`src/rtl/hecc_pkg.sv`:
```
package hecc_pkg;
  localparam int BIT_IDX_W = 3;
  localparam int BYTE_BITS = 8;

  typedef enum logic [1:0] {
    ECC_CLEAN     = 2'd0,
    ECC_FIXABLE   = 2'd1,
    ECC_CODE_ONLY = 2'd2,
    ECC_FATAL     = 2'd3
  } ecc_status_e;

  // Bits b of a byte whose position has bit a set.
  function automatic logic [BYTE_BITS-1:0] col_mask(input int a);
    logic [BYTE_BITS-1:0] m;
    for (int b = 0; b < BYTE_BITS; b++) m[b] = ((b >> a) & 1) != 0;
    return m;
  endfunction
endpackage

```
`src/rtl/hecc_accum.sv`:
```
module hecc_accum
  import hecc_pkg::*;
#(
  parameter int SECTOR_BYTES = 512,
  parameter int IDX_W        = 9,
  parameter int ADDR_W       = 12,
  parameter int CNT_W        = 10
) (
  input  logic                  clk,
  input  logic                  rst_n,
  input  logic                  clear,
  input  logic                  take,
  input  logic [BYTE_BITS-1:0]  data,
  output logic [CNT_W-1:0]      fill_cnt,
  output logic                  full,
  output logic [2*ADDR_W-1:0]   code_inv
);
  logic [CNT_W-1:0]  cnt_q;
  logic [ADDR_W-1:0] odd_q, even_q;
  logic [ADDR_W-1:0] odd_d, even_d;
  logic [IDX_W-1:0]  row_odd, row_even;
  logic [BIT_IDX_W-1:0] col_odd, col_even;
  logic              byte_par;
  logic [IDX_W-1:0]  idx;

  assign byte_par = ^data;
  assign idx      = cnt_q[IDX_W-1:0];

  // Column parities: which bit positions inside the byte.
  for (genvar a = 0; a < BIT_IDX_W; a++) begin : g_col
    assign col_odd[a]  = ^(data &  col_mask(a));
    assign col_even[a] = ^(data & ~col_mask(a));
  end

  // Line parities: which byte index, whole-byte parity.
  for (genvar a = 0; a < IDX_W; a++) begin : g_row
    assign row_odd[a]  =  idx[a] & byte_par;
    assign row_even[a] = ~idx[a] & byte_par;
  end

  assign odd_d  = {row_odd,  col_odd};
  assign even_d = {row_even, col_even};

  always_ff @(posedge clk or negedge rst_n) begin
    if (!rst_n) begin
      cnt_q  <= '0;
      odd_q  <= '0;
      even_q <= '0;
    end else if (clear) begin
      cnt_q  <= '0;
      odd_q  <= '0;
      even_q <= '0;
    end else if (take) begin
      cnt_q  <= cnt_q + 1'b1;
      odd_q  <= odd_q ^ odd_d;
      even_q <= even_q ^ even_d;
    end
  end

  assign fill_cnt = cnt_q;
  assign full     = (cnt_q >= CNT_W'(SECTOR_BYTES));
  assign code_inv = ~{odd_q, even_q};
endmodule

```
`src/rtl/hecc_classify.sv`:
```
module hecc_classify
  import hecc_pkg::*;
#(
  parameter int SECTOR_BYTES = 512,
  parameter int IDX_W        = 9,
  parameter int ADDR_W       = 12
) (
  input  logic                  clk,
  input  logic                  rst_n,
  input  logic                  req,
  input  logic [2*ADDR_W-1:0]   calc,
  input  logic [2*ADDR_W-1:0]   stored,
  output logic                  res_valid,
  output logic [1:0]            status,
  output logic [IDX_W-1:0]      err_byte,
  output logic [BYTE_BITS-1:0]  err_mask
);
  logic [2*ADDR_W-1:0] diff;
  logic [ADDR_W-1:0]   hi, lo;
  logic [IDX_W-1:0]    off;
  logic                complementary, in_range, fixable;
  ecc_status_e         verdict;
  logic [BYTE_BITS-1:0] mask;

  assign diff          = calc ^ stored;
  assign hi            = diff[2*ADDR_W-1:ADDR_W];
  assign lo            = diff[ADDR_W-1:0];
  assign complementary = &(hi ^ lo);
  assign off           = hi[ADDR_W-1:BIT_IDX_W];
  assign in_range      = int'(off) < SECTOR_BYTES;
  assign fixable       = complementary && in_range;
  assign mask          = BYTE_BITS'(1) << hi[BIT_IDX_W-1:0];

  always_comb begin
    if (diff == '0)          verdict = ECC_CLEAN;
    else if (complementary)  verdict = in_range ? ECC_FIXABLE : ECC_FATAL;
    else if ($onehot(diff))  verdict = ECC_CODE_ONLY;
    else                     verdict = ECC_FATAL;
  end

  always_ff @(posedge clk or negedge rst_n) begin
    if (!rst_n) begin
      res_valid <= 1'b0;
      status    <= '0;
      err_byte  <= '0;
      err_mask  <= '0;
    end else begin
      res_valid <= req;
      if (req) begin
        status   <= verdict;
        err_byte <= fixable ? off  : '0;
        err_mask <= fixable ? mask : '0;
      end
    end
  end
endmodule

```
`src/rtl/hamming_sector_ecc.sv`:
```
module hamming_sector_ecc
  import hecc_pkg::*;
#(
  parameter int SECTOR_BYTES = 512,
  localparam int IDX_W  = $clog2(SECTOR_BYTES),
  localparam int ADDR_W = IDX_W + BIT_IDX_W,
  localparam int CODE_W = 2 * ADDR_W,
  localparam int CNT_W  = $clog2(SECTOR_BYTES + 1)
) (
  input  logic              clk,
  input  logic              rst_n,
  input  logic              start,
  input  logic              in_valid,
  output logic              in_ready,
  input  logic [7:0]        in_data,
  output logic [CODE_W-1:0] calc_code,
  input  logic              cmp_req,
  input  logic [CODE_W-1:0] stored_code,
  output logic              res_valid,
  output logic [1:0]        status,
  output logic [IDX_W-1:0]  err_byte,
  output logic [7:0]        err_mask
);
  logic [CNT_W-1:0] fill_cnt;
  logic             full;
  logic             take;

  assign in_ready = !full && !start && !cmp_req;
  assign take     = in_valid && in_ready;

  hecc_accum #(
    .SECTOR_BYTES(SECTOR_BYTES), .IDX_W(IDX_W), .ADDR_W(ADDR_W), .CNT_W(CNT_W)
  ) u_accum (
    .clk(clk), .rst_n(rst_n), .clear(start || cmp_req), .take(take),
    .data(in_data), .fill_cnt(fill_cnt), .full(full), .code_inv(calc_code)
  );

  hecc_classify #(
    .SECTOR_BYTES(SECTOR_BYTES), .IDX_W(IDX_W), .ADDR_W(ADDR_W)
  ) u_class (
    .clk(clk), .rst_n(rst_n), .req(cmp_req), .calc(calc_code),
    .stored(stored_code), .res_valid(res_valid), .status(status),
    .err_byte(err_byte), .err_mask(err_mask)
  );
endmodule

```
`config.mk`:
```
export PLATFORM = sky130hd
export DESIGN_NAME = hamming_sector_ecc
export DESIGN_NICKNAME = d
export VERILOG_FILES = /design/src/rtl/hecc_pkg.sv /design/src/rtl/hecc_accum.sv /design/src/rtl/hecc_classify.sv /design/src/rtl/hamming_sector_ecc.sv
export SDC_FILE = /design/constraint.sdc
export NUM_CORES = 1
export LEC_CHECK = 0
export BUFFER_PORTS_ARGS = -buffer_cell sky130_fd_sc_hd__buf_2
export CAP_MARGIN = 20
export CORE_AREA = 2 2 123 65
export DETAILED_ROUTE_END_ITERATION = 7
export DIE_AREA = 0 0 125 67
export PLACE_DENSITY = 0.89
export SYNTH_ARGS = -nofsm -noshare
export SYNTH_HDL_FRONTEND = slang
export SYNTH_HIERARCHICAL = 1
export SYNTH_SLANG_ARGS = --single-unit
```
`constraint.sdc`:
```
create_clock -name clk -period 8.15 [get_ports clk]
set_clock_uncertainty 0.2 [all_clocks]
set_input_delay 0 -clock clk [delete_from_list [all_inputs] [get_ports clk]]
set_output_delay 0 -clock clk [all_outputs]
set_load 0.03 [all_outputs]
```
Word-level counts from Yosys, hierarchy flattened

Index checks and enable logic that the tools add are counted.

Register bits: 54
Bits of input ports: 37

Add/subtract/negate cells: 24
$lt $le $gt $ge: 1
Equal/unequal tests: 1
Shift-type cells: 1
Mux-type cells: 11
Bitwise operators: 32
Reduce and logical (&&, ||, !) cells: 17

Operators by type and width:

| kind                                                 | number |
|---|---|
| XOR reduction 8 bit                                  | 7 |
| adder 5 bit                                          | 11 |
| 2-to-1 mux 12 bit                                    | 4 |
| bitwise XOR 12 bit                                   | 3 |
| adder 1 x 1 -> 2 bit                                 | 12 |
| logical NOT 24 bit                                   | 1 |
| NOT 24 bit                                           | 1 |
| bitwise XOR 24 bit                                   | 1 |
| 2-to-1 mux 10 bit                                    | 2 |
| bitwise AND 1 bit                                    | 18 |
| AND reduction 12 bit                                 | 1 |
| adder 10 x 1 -> 10 bit (second input constant)       | 1 |
| >= comparator 10 bit (second input constant)         | 1 |
| 2-to-1 mux 9 bit                                     | 1 |
| NOT 1 bit                                            | 9 |
| 2-to-1 mux 8 bit                                     | 1 |
| left shift 1 x 3 -> 8 bit (first input constant)     | 1 |
| equality test 5 x 1 -> 1 bit (second input constant) | 1 |
| 2-to-1 mux 2 bit                                     | 2 |
| logical AND 1 bit                                    | 3 |
| logical NOT 1 bit                                    | 3 |
| nonzero test 2 bit                                   | 1 |
| logical OR 1 bit                                     | 1 |
| 2-to-1 mux 1 bit                                     | 1 |

Logic depth before layout (Yosys ltp)

Depth after elaboration: 11
Gate-level depth with buffers: 19
Mapped depth without buffers: 19

Hierarchy

Netlist, hierarchy kept.

By module, submodules not included:

| module             | times used | cells an instance | area each (µm²) | sequential area each (µm²) |
|---|---|---|---|---|
| hecc_classify      | 1          | 192               | 2030.7          | 500.5 |
| hecc_accum         | 1          | 206               | 1851.8          | 850.8 |
| hamming_sector_ecc | 1          | 3                 | 26.3            | 0.0 |

Worst setup path before layout

Ideal clock, no wire load.

Kind: register -> register
Start point: reg u_accum.odd_q[5]
End point: reg u_class.status[0]
Library setup time: 129 ps
Data arrival time: 4780 ps
Required time: 7821 ps
Slack: 3041 ps
Stages on the path, launching flop included: 19
Buffers on the path: 0
Path through: dfrtp_1 > inv_1 > xor2_1 > inv_1 > fa_1 > inv_1 > fa_1 > inv_1 > fa_1 > fa_1 > inv_1 > fa_1 > ha_1 > fa_1 > a21o_1 > a21oi_1 > xnor2_1 > nor4_1 > a2bb2oi_2

Longest elaborated chain between the ends: 10
Elaborated cells on any way between the ends: 13
Those cells by class: 4 x add/sub; 1 x eq/ne; 3 x mux; 3 x bitwise; 2 x reduce/logical

RTL lines:

| what                                           | RTL line                 | source |
|---|---|---|
| from (decl)                                    | hecc_accum.sv:19         | `logic [ADDR_W-1:0] odd_q, even_q;` |
| from (signal assigned)                         | hecc_accum.sv:55         | `odd_q <= odd_q ^ odd_d;` |
| NOT 24 bit *                                   | hecc_accum.sv:62         | `assign code_inv = ~{odd_q, even_q};` |
| via calc_code[17]                              | hamming_sector_ecc.sv:16 | `output logic [CODE_W-1:0] calc_code,` |
| bitwise XOR 24 bit *                           | hecc_classify.sv:25      | `assign diff = calc ^ stored;` |
| adder 1 x 1 -> 2 bit (implied by the code)     | hecc_classify.sv:37      | `else if ($onehot(diff)) verdict = ECC_CODE_ONLY;` |
| adder 5 bit (implied by the code) (3 in a row) | hecc_classify.sv:37      |  |
| equality test 5 x 1 -> 1 bit                   | hecc_classify.sv:37      |  |
| 2-to-1 mux 1 bit                               | hecc_classify.sv:37      |  |
| 2-to-1 mux 2 bit                               | hecc_classify.sv:36      | `else if (complementary) verdict = in_range ? ECC_FIXABLE : ECC_FATAL;` |
| 2-to-1 mux 2 bit *                             | hecc_classify.sv:35      | `if (diff == '0) verdict = ECC_CLEAN;` |
| to (signal assigned)                           | hecc_classify.sv:50      | `status <= verdict;` |
| to (decl)                                      | hecc_classify.sv:14      | `output logic [1:0] status,` |

The timed path passes the listed nets; every way through them passes the cells marked *.
A chain may end at the register's enable or synchronous reset.

Worst setup path in the final report

Start point: reg u_accum.odd_q[3]
End point: reg u_class.status[0]

Longest elaborated chain between the ends: 11
Elaborated cells on any way between the ends: 14
Those cells by class: 5 x add/sub; 1 x eq/ne; 3 x mux; 3 x bitwise; 2 x reduce/logical

RTL lines:

| what                                           | RTL line |
|---|---|
| NOT 24 bit *                                   | hecc_accum.sv:62 |
| bitwise XOR 24 bit *                           | hecc_classify.sv:25 |
| adder 1 x 1 -> 2 bit (implied by the code)     | hecc_classify.sv:37 |
| adder 5 bit (implied by the code) (4 in a row) | hecc_classify.sv:37 |
| equality test 5 x 1 -> 1 bit                   | hecc_classify.sv:37 |
| 2-to-1 mux 1 bit                               | hecc_classify.sv:37 |
| 2-to-1 mux 2 bit                               | hecc_classify.sv:36 |
| 2-to-1 mux 2 bit *                             | hecc_classify.sv:35 |

Mark *: on every way between the ends. The rest lies on a longest branch, timed or not.

==> summary.txt <==
Global route
  – Gr ovfl total: 0
  – Largest net degree at the start of global routing: 55
  – First-pass GRT wire length: 16.4 mm
  – Antenna violations before repair: 0
  – All-Layer GR Usage: 0.255
  – Vias in the first global route: 3,312

CTS
  – Number of gates resized after cts: 0
  – Root Buffer Master: clkbuf_16
  – CTS tree: built
  – CTS clk-pin slew, worst paths: 0.07 ns
  – CTS Buffer Depth: 2
  – CTS Sinks: 54
  – H-tree Lvls: 2
  – Cts bufs inserted: 5
  – Clk_lat worst skew: 0.30 ns

Synth
  – Ys flop type: dfrtp_1
  – Mapped cell area: 3910 um^2
  – Mapped Avg Cell Area: 9.75 um^2
  – Async SR Flop Fraction: 1.00
  – Post-Syn Instances: 401
  – Yosys cell types: 43
  – Synth Warn #: 6
  – Sequential area share after synthesis: 0.346
  – Post-synth EDFFs: 0
  – #FFs+latches synth: 54
  – Syn_nets: 471

STA
  – Post-layout min period: 5.34 ns
  – Worst-margin pin slew: 1.11 ns
  – Setup-failing EPs final: 0
  – Final period utilization: 0.655
  – Slew headroom: 0.256
  – Setup TNS: 0 ns
  – Unrepaired setup endpoints after global routing: no
  – Max Slew Vio Count: 0
  – Hold WS: 0.0787 ns
  – Final Hold Fails: 0
  – F_max: 187 MHz

Worst setup path
  – Worst path required time: 8.11 ns
  – Worst endpoint data arrival time: 5.30 ns
  – Crit Path Class: reg -> reg
  – CP Max Fanout: 3
  – CP Launch Type: flop
  – Critical Path End Type: flop

Final layout
  – Register area: 1350 um^2
  – Fin util: 0.650
  – # diodes: 0
  – Filler cells: 519
  – Area growth, synth to finish: 19.9%
  – Final net count: 558
  – Share of cells above drive strength 1: 0.254
  – Multi-input gate area: 2240 um^2

Detailed routing
  – Residual DRC: 0
  – WL/cell: 17.4 um
  – Detailed-route via count: 3,233
  – Iter 0 DRT Violations: 382
  – DRT Pass-1 Iters: 5
  – Vias per Instance: 5.53
  – Routed Antenna Nets: 0
  – Final wirelength: 10.2 mm

Pwr
  – Psw: 0.000344 W
  – Overall power: 0.000971 W
  – Seq pwr share: 0.284
  – Power per Cell Area: 207 nW/um^2
  – Clk pwr share: 0.261
  – Peak VDD IR: 0.136 mV
  – Switching share of power: 0.354
  – Comb pwr share: 0.455
  – Leak Pwr: 2.15 nW
  – Cell internal pwr: 0.000628 W

Floorplanning
  – Core Region: 7210 um^2
  – FP Rows: 22
  – Starting Density: 0.542
  – Die height: 67 um
  – IO Count: 82
  – DIE AREA: 8380 um^2
  – Die Wd: 125 um

Flow run
  – MaxCap Viol Count: 0

Place
  – HPWL after DPL: 6.84 mm
  – Port Buf Inserts: 81
  – GP Congestion: 0.955

Outcome
  – Outcome: finished clean

Worst hold path
  – HP Class: in -> reg
power by group through the flow:
stage	Sequential (W)	Combinational [W]	Clock, W
3_3_place_gp	0.000281	0.000405	0
2_1_floorplan	0.000286	0.000328	0
4_1_cts	0.000275	0.000443	0.000258
6_report	0.000276	0.000442	0.000254
5_1_grt	0.000276	0.000496	0.000268
3_5_place_dp	0.000281	0.000432	0
registers in the layout, summed over array words and instances (netlist names):
signal and cells:
u_class/err_mask 8, u_accum/even_q 12, u_class/err_byte 9, u_accum/odd_q 12
u_accum/fill_cnt 10, u_class/res_valid 1, u_class/status 2
cells in the final DEF, fill, tap and decap left out, types with 9 or more instances in the layout:
master	instances
nor2_1	34
or3_1	9
inv_1	69
o21ai_0	9
xnor2_1	40
a21oi_1	11
xor2_1	23
nor3b_1	9
nand2_1	27
fa_1	17
o2bb2ai_2	9
ha_1	16
buf_2	81
dlygate4sd3_1	11
dfrtp_1	54
synth_stat cells (4+ instances only):
library cell / instances / area [um^2]
or3_1: 9 / 56.3
o32ai_1: 8 / 70.1
mux2_2: 8 / 90.1
xor2_1: 23 / 201
nor2_1: 34 / 128
nor3b_1: 9 / 67.6
ha_1: 16 / 200
clkbuf_1: 10 / 37.5
fa_1: 17 / 340
inv_1: 69 / 259
xor2_2: 4 / 65.1
xnor2_1: 40 / 350
o2bb2ai_2: 9 / 135
nand3_1: 5 / 25.0
nand2_1: 27 / 101
dfrtp_1: 54 / 1350
o21ai_0: 9 / 45.0
a21oi_1: 11 / 55.1
nor4_1: 4 / 25.0
path summary, 6_finish.rpt:
| check | slack [ns] | endpoint | start | depth (start not counted) |
|---|---|---|---|---|
| setup reg to reg | 2.81 | u_class/status[0] | u_accum/odd_q[3] | 18 |
| hold reg to reg | 0.29 | u_class/err_byte[8] | u_class/err_byte[8] | 1 |
| hold / removal | 0.08 | u_class/err_mask[1] | stored_code[14] | 4 |
| min in group asynchronous | 0.17 | u_accum/odd_q[2] | rst_n | 3 |
| setup / recovery | 2.81 | u_class/status[0] | u_accum/odd_q[3] | 18 |
| max in group asynchronous | 7.12 | u_class/err_mask[4] | rst_n | 3 |
final cells by class:
class	count	area share
Multi-Input combinational cell	263	0.478
Sequential cell	54	0.288
Timing Repair Buffer	95	0.115
Inverter	69	0.0553
Clock buffer	6	0.0296
Tap cell	96	0.0256
Clock inverter	2	0.00828
timing repair:
| item | 4_1_cts | 5_1_grt |
|---|---|---|
| buffers inserted | 0 | 0 |
| hold buffers | 11 | 0 |
| setup endpoints to repair | 0 | 0 |
| hold endpoints to repair | 70 | 0 |
worst max-delay path, stage by stage, from the launching register on:
cell and delay, ns:
dfrtp_1 0.41, inv_1 0.09, xor2_1 0.29, inv_1 0.15
fa_1 0.56, inv_1 0.05, fa_1 0.49, inv_1 0.08
fa_1 0.48, fa_1 0.51, inv_1 0.05, fa_1 0.43
ha_1 0.22, fa_1 0.40, a21o_1 0.19, a21oi_1 0.17
xnor2_1 0.08, nor4_1 0.25, a2bb2oi_2 0.09
kinds of logic after synthesis:
kind of cell	count (synthesis)	synth area share
adder cells (fa/ha/maj)	33	0.138
AO/OA/AOI/OAI	42	0.0906
multiplexers	10	0.0285
flip-flops	54	0.346
buffers and inverters	84	0.0832
XOR/XNOR	69	0.166
AND/OR/NAND/NOR	109	0.148
through the flow:
stage / std cells / setup slack [ns] / instance area, um^2
CTS: 585 / 2.86 / 4690
global placement: 566 / 3.09 / 4400
floorplan: 401 / 3.04 / 3910
finish: 585 / 2.81 / 4690
detailed placement: 566 / 2.94 / 4400
global route: 585 / 2.64 / 4690
per-layer routing:
layer | track usage | share of wire
met1 | 0.288 | 0.38
met2 | 0.460 | 0.51
met3 | 0.0578 | 0.067
met4 | 0.143 | 0.040
met5 | 0 | 0
Note: power is estimated with default switching activity, not from simulation.
